==> src/rtl/fm_xprod_discrim.sv <==
module fm_xprod_discrim #(
  parameter int W = 16,
  parameter int SHIFT = 0,
  localparam int OW = 2*W+2
) (
  input  logic          clk,
  input  logic          rst_n,
  input  logic          in_valid,
  input  logic [W-1:0]  in_i,
  input  logic [W-1:0]  in_q,
  output logic          out_valid,
  output logic [OW-1:0] out_z
);
  localparam int DW = W+1;
  localparam int PW = 2*W+1;

  logic signed [W-1:0]  prev_i, prev_q, cur_i, cur_q;
  logic signed [DW-1:0] d_i, d_q;
  logic                 stage_v;

  logic signed [PW-1:0] p_idq, p_qdi;
  logic signed [OW-1:0] z_full;

  always_ff @(posedge clk or negedge rst_n) begin
    if (!rst_n) begin
      prev_i  <= '0;
      prev_q  <= '0;
      cur_i   <= '0;
      cur_q   <= '0;
      d_i     <= '0;
      d_q     <= '0;
      stage_v <= 1'b0;
    end else begin
      stage_v <= in_valid;
      if (in_valid) begin
        cur_i  <= in_i;
        cur_q  <= in_q;
        d_i    <= DW'($signed(in_i)) - DW'(prev_i);
        d_q    <= DW'($signed(in_q)) - DW'(prev_q);
        prev_i <= in_i;
        prev_q <= in_q;
      end
    end
  end

  assign p_idq  = PW'(cur_i) * PW'(d_q);
  assign p_qdi  = PW'(cur_q) * PW'(d_i);
  assign z_full = OW'(p_idq) - OW'(p_qdi);

  always_ff @(posedge clk or negedge rst_n) begin
    if (!rst_n) begin
      out_valid <= 1'b0;
      out_z     <= '0;
    end else begin
      out_valid <= stage_v;
      if (stage_v) out_z <= z_full >>> SHIFT;
    end
  end
endmodule


==> config.mk <==
export PLATFORM = sky130hd
export DESIGN_NAME = fm_xprod_discrim
export DESIGN_NICKNAME = d
export VERILOG_FILES = /design/src/rtl/fm_xprod_discrim.sv
export SDC_FILE = /design/constraint.sdc
export NUM_CORES = 2
export LEC_CHECK = 0
export ABC_AREA = 1
export CAP_MARGIN = 25
export CORE_MARGIN = 2
export CORE_UTILIZATION = 25
export CTS_BUF_LIST = sky130_fd_sc_hd__clkbuf_4
export CTS_CLUSTER_SIZE = 14
export DETAILED_ROUTE_END_ITERATION = 10
export GPL_ROUTABILITY_DRIVEN = 0
export SLEW_MARGIN = 10
export SYNTH_ARGS = -nofsm -noshare
export SYNTH_HDL_FRONTEND = slang
export SYNTH_SLANG_ARGS = --single-unit
==> constraint.sdc <==
create_clock -name clk -period 19.85 [get_ports clk]
set_input_delay 1.985 -clock clk [delete_from_list [all_inputs] [get_ports clk]]
set_output_delay 1.985 -clock clk [all_outputs]
set_load 0.1 [all_outputs]
Word-level counts from Yosys, hierarchy flattened
Index checks and enable logic that the tools add are counted.
{"block": "classes", "add_sub_neg": 3, "n_mul": 2}
{"op": "multiplier 16 x 17 -> 33 bit", "count": 2}
{"op": "subtractor 16 x 16 -> 17 bit", "count": 2}
{"op": "subtractor 33 x 33 -> 34 bit", "count": 1}
{"block": "totals", "inputBits": 35, "word_cells": 12, "reg_bits": 102, "out_inout_bits": 35}

Longest topological paths before layout
{"block": "logic_depth", "ltp_word": 2, "depth_mapped": 34, "ltp_nobuf": 32}

Least setup slack after synthesis
OpenSTA, ideal clock, no wires.
{"block": "synth_timing", "path_kind": "register -> register", "startpoint": "register d_i[16]", "endpoint": "register out_z[31]", "arrival_ns": 6.730, "n_path_buf": 2, "required_time_ns": 19.730, "stages_incl_launch_ff": 28, "synth_period_minus_slack_ns": 6.850, "setup_ns": 0.120, "slack_ns": 13.000, "cell_sequence": "dfrtp_1 buf_6 clkbuf_1 nand2_1 inv_1 fa_1 inv_1 fa_1 inv_1 fa_1 fa_1 inv_1 fa_1 fa_1 fa_1 inv_1 fa_1 inv_1 ha_1 a21oi_1 nor2_1 nor2_1 o21a_1 nor2_1 nor2_1 nand3_1 nand3_1 nand2_1"}
{"block": "synth_between", "elab_chain_cells": 2}
{"element": "start, declared", "line_no": "18", "text": "logic signed [DW-1:0] d_i, d_q;"}
{"element": "start signal, assigned", "line_no": "38", "text": "d_i <= DW'($signed(in_i)) - DW'(prev_i);"}
{"element": "multiplier 16 x 17 -> 33 bit", "line_no": "47", "text": "assign p_qdi = PW'(cur_q) * PW'(d_i);"}
{"element": "subtractor 33 x 33 -> 34 bit", "line_no": "48", "text": "assign z_full = OW'(p_idq) - OW'(p_qdi);"}
{"element": "end signal, assigned", "line_no": "56", "text": "if (stage_v) out_z <= z_full >>> SHIFT;"}
{"element": "end, declared", "line_no": "12", "text": "output logic [OW-1:0] out_z"}
Every way passes these cells.
A chain may end at the register's enable or synchronous reset.

Worst setup path in the final report
{"block": "layout_timing", "startpoint": "register d_i[16]", "endpoint": "register out_z[25]"}
Same word-level chain as after synthesis.

==> results.sh <==
export IMPL_ant_nets=0
export IMPL_finalWirelength_mm=75.3
export IMPL_ff2ff_setup_slack_ps=11960
export IMPL_grt_total_usage=0.139
export IMPL_drt_iter0_markers=1306
export IMPL_hold_viol_final=0
export IMPL_min_path_cells=2
export IMPL_post_cts_buffers=0
export IMPL_clk_pin_slew_worst_paths_ps=240
export IMPL_place_hpwl_mm=64.3
export IMPL_htreeDepth=3
export IMPL_synthTopCellsByCount="inv_1 (1091), nand2_1 (828), fa_1 (621)"
export IMPL_grt_pass1_vias=22300
export IMPL_period_share=0.398
export IMPL_relSlewSlack=0.297
export IMPL_initial_core_util=0.252
export IMPL_skew_ps=80.4
export IMPL_nNetsFinal=4271
export IMPL_first_pass_iters=6
export IMPL_r2r_end="out_z[25]"
export IMPL_outcome="completed"
export IMPL_avgSynthCellArea_um2=8.04
export IMPL_synth_most_common_cell="inv_1"
export IMPL_hold_class="reg -> reg"
export IMPL_hold_buffers=0
export IMPL_syn2layout_area_growth_pct=8.61
export IMPL_numCtsBuffers=9
export IMPL_wire_per_inst_um=15.3
export IMPL_yosysWarnings=0
export IMPL_yosysTopAreaCellShare=0.446
export IMPL_cp_data_arrival_time_ps=8420
export IMPL_fin_tns_setup_ps=0
export IMPL_vias_per_cell=4.17
export IMPL_vias=20500
export IMPL_fp_coreArea_mm2=0.111
export IMPL_rows=122
export IMPL_die_x_um=338
export IMPL_cts_tree="built"
export IMPL_io_pins=70
export IMPL_min_from="out_z[3]"
export IMPL_path_class="reg -> reg"
export IMPL_cts_root_buffer="clkbuf_4"
export IMPL_synth_seq_cells=102
export IMPL_post_route_util=0.273
export IMPL_grt_start_max_net_pins=77
export IMPL_path_buf_inv=6
export IMPL_gr_total_overflow=0
export IMPL_yosys_cell_types_count=45
export IMPL_fin_crit_ps=7890
export IMPL_critPathRequiredTime_ps=20380
export IMPL_crit_top_cell="fa_1"
export IMPL_synth_nets=4315
export IMPL_drive_above_1_share=0.0316
export IMPL_syn_area_mm2=0.0279
export IMPL_synthSimpleGateAreaFrac=0.155
export IMPL_n_fill_cell=11900
export IMPL_setup_viol=0
export IMPL_synth_seq_area_share=0.0916
export IMPL_die_h_um=338
export IMPL_start_kind="flop"
export IMPL_io_buffers=69
export IMPL_yosys_top_cells_area="fa_1 (45%), inv_1 (15%), nand2_1 (11%), dfrtp_1 (9.2%), ha_1 (8.8%)"
export IMPL_synth_edf_count=0
export IMPL_tightestPinTransition_ps=1050
export IMPL_synth_ff_type="dfrtp_1"
export IMPL_clk_latency_ps=680
export IMPL_grt_pass1_wl_mm=123
export IMPL_clkSinkCount=102
export IMPL_synth_area_leader_cell="fa_1"
export IMPL_r2r_start="d_i[16]"
export IMPL_drc=0
export IMPL_synthAdderAreaFrac=0.534
export IMPL_antenna_found_initial=5
export IMPL_achievable_frequency_ghz=0.127
export IMPL_synth_xor_area_frac=0.00849
export IMPL_holdPathEnd="out_z[3]"
export IMPL_cp_max_fo=18
export IMPL_synthCells=3463
export IMPL_async_reset_ff_frac=1.00
export IMPL_critPathSlowestCell="dfrtp_1"
export IMPL_cts_buffer_depth=2
export IMPL_critical_path_startpoint="d_i[16]"
export IMPL_ctsResizeCount=0
export IMPL_r2r_cells=27
export IMPL_rsz0062_at_grt="no"
export IMPL_design_die_area_mm2=0.114
export IMPL_synth_top_family_by_area="adder cells"
export IMPL_synth_mux_area_frac=0
export IMPL_cpLargestDelayFamily="adder cells"
export IMPL_maxCapViolCount=0
export IMPL_synth_compound_area_frac=0.0409
export IMPL_drv_slew=0
export IMPL_cp_end_kind="flop"
export IMPL_cpPeakStageDelay_ps=940
==> placed cells by master (no fill, tap or decap), types with 19 or more instances in the layout <==
| cell type | netlist | routed |
|---|---|---|
| fa_1 | 621 | 621 |
| buf_4 | 2 | 24 |
| nand2_1 | 828 | 828 |
| o21ai_0 | 86 | 86 |
| ha_1 | 196 | 196 |
| nand3_1 | 67 | 67 |
| dfrtp_1 | 102 | 102 |
| nor2_1 | 97 | 97 |
| a21oi_1 | 52 | 52 |
| clkdlybuf4s50_1 | 0 | 67 |
| inv_1 | 1091 | 1091 |
| xnor2_1 | 19 | 19 |
==> metal layers <==
| layer | global-route usage | vias up | part of all wire |
|---|---|---|---|
| li1 | - | 9634 | - |
| met1 | 0.192 | 10300 | 0.47 |
| met2 | 0.225 | 477 | 0.45 |
| met3 | 0.0218 | 93 | 0.058 |
| met4 | 0.0357 | 6 | 0.026 |
| met5 | 0 | - | 0.00052 |
==> final cells by class <==
class,count,area (um2),area share
multi-input combinational,2110,20600,0.681
inverter,1100,4130,0.136
sequential,102,2550,0.0844
tap,1488,1860,0.0615
timing repair buffer,96,966,0.0319
clock inverter,6,80.1,0.00265
clock buffer,9,67.6,0.00223
antenna,2,5.00,0.000165
==> worst max-delay path by stage <==
stage	slack, ps	endpoint	cells after the start
after CTS	11970	out_z[24]	25
after global placement	12080	out_z[33]	25
after detailed placement	12050	out_z[24]	25
after global routing	11480	out_z[25]	27
after floorplan	13000	out_z[31]	27
final	11960	out_z[25]	27
==> registers in the layout, indices dropped and copies added (netlist names) <==
register   flops
out_valid      1
out_z         34
cur_q         16
cur_i         16
stage_v        1
d_i           17
d_q           17
==> kinds of logic after synthesis <==
group                      after synthesis
xor gates and xnor gates                27
buffers and inverters                 1251
AOI/OAI and AO/OA                      198
DFF                                    102
adders and majority gates              817
and+or+nand+nor                       1068
==> stage by stage <==
stage               cells  hold slack [ps]  area, um2  setup WS, ps
floorplan            3463              352      27900         13000
global placement     4892              459      30000         12080
detailed placement   4895              462      30100         12050
CTS                  4910              502      30200         11970
global route         4913              541      30300         11480
finish               4913              500      30300         11960
==> worst reg2reg max path, cell delays in order, from the launching register on <==
cell and delay, ps:
dfrtp_1 940, nand2_1 430, inv_1 680, fa_1 540, inv_1 90, fa_1 410
inv_1 80, fa_1 440, fa_1 520, inv_1 60, fa_1 550, fa_1 430
fa_1 500, inv_1 50, fa_1 470, inv_1 40, ha_1 410, nand2_1 140
nor2_2 260, nand3_2 120, nand2_2 130, nand2_1 80, nand2_2 80, nand2_1 70
nand2_1 60, nand2_1 60, nand3_1 70, nand2_1 50
Power is not shown: default switching activity piles up to over one toggle a cycle in this logic, so the estimate is an artifact.
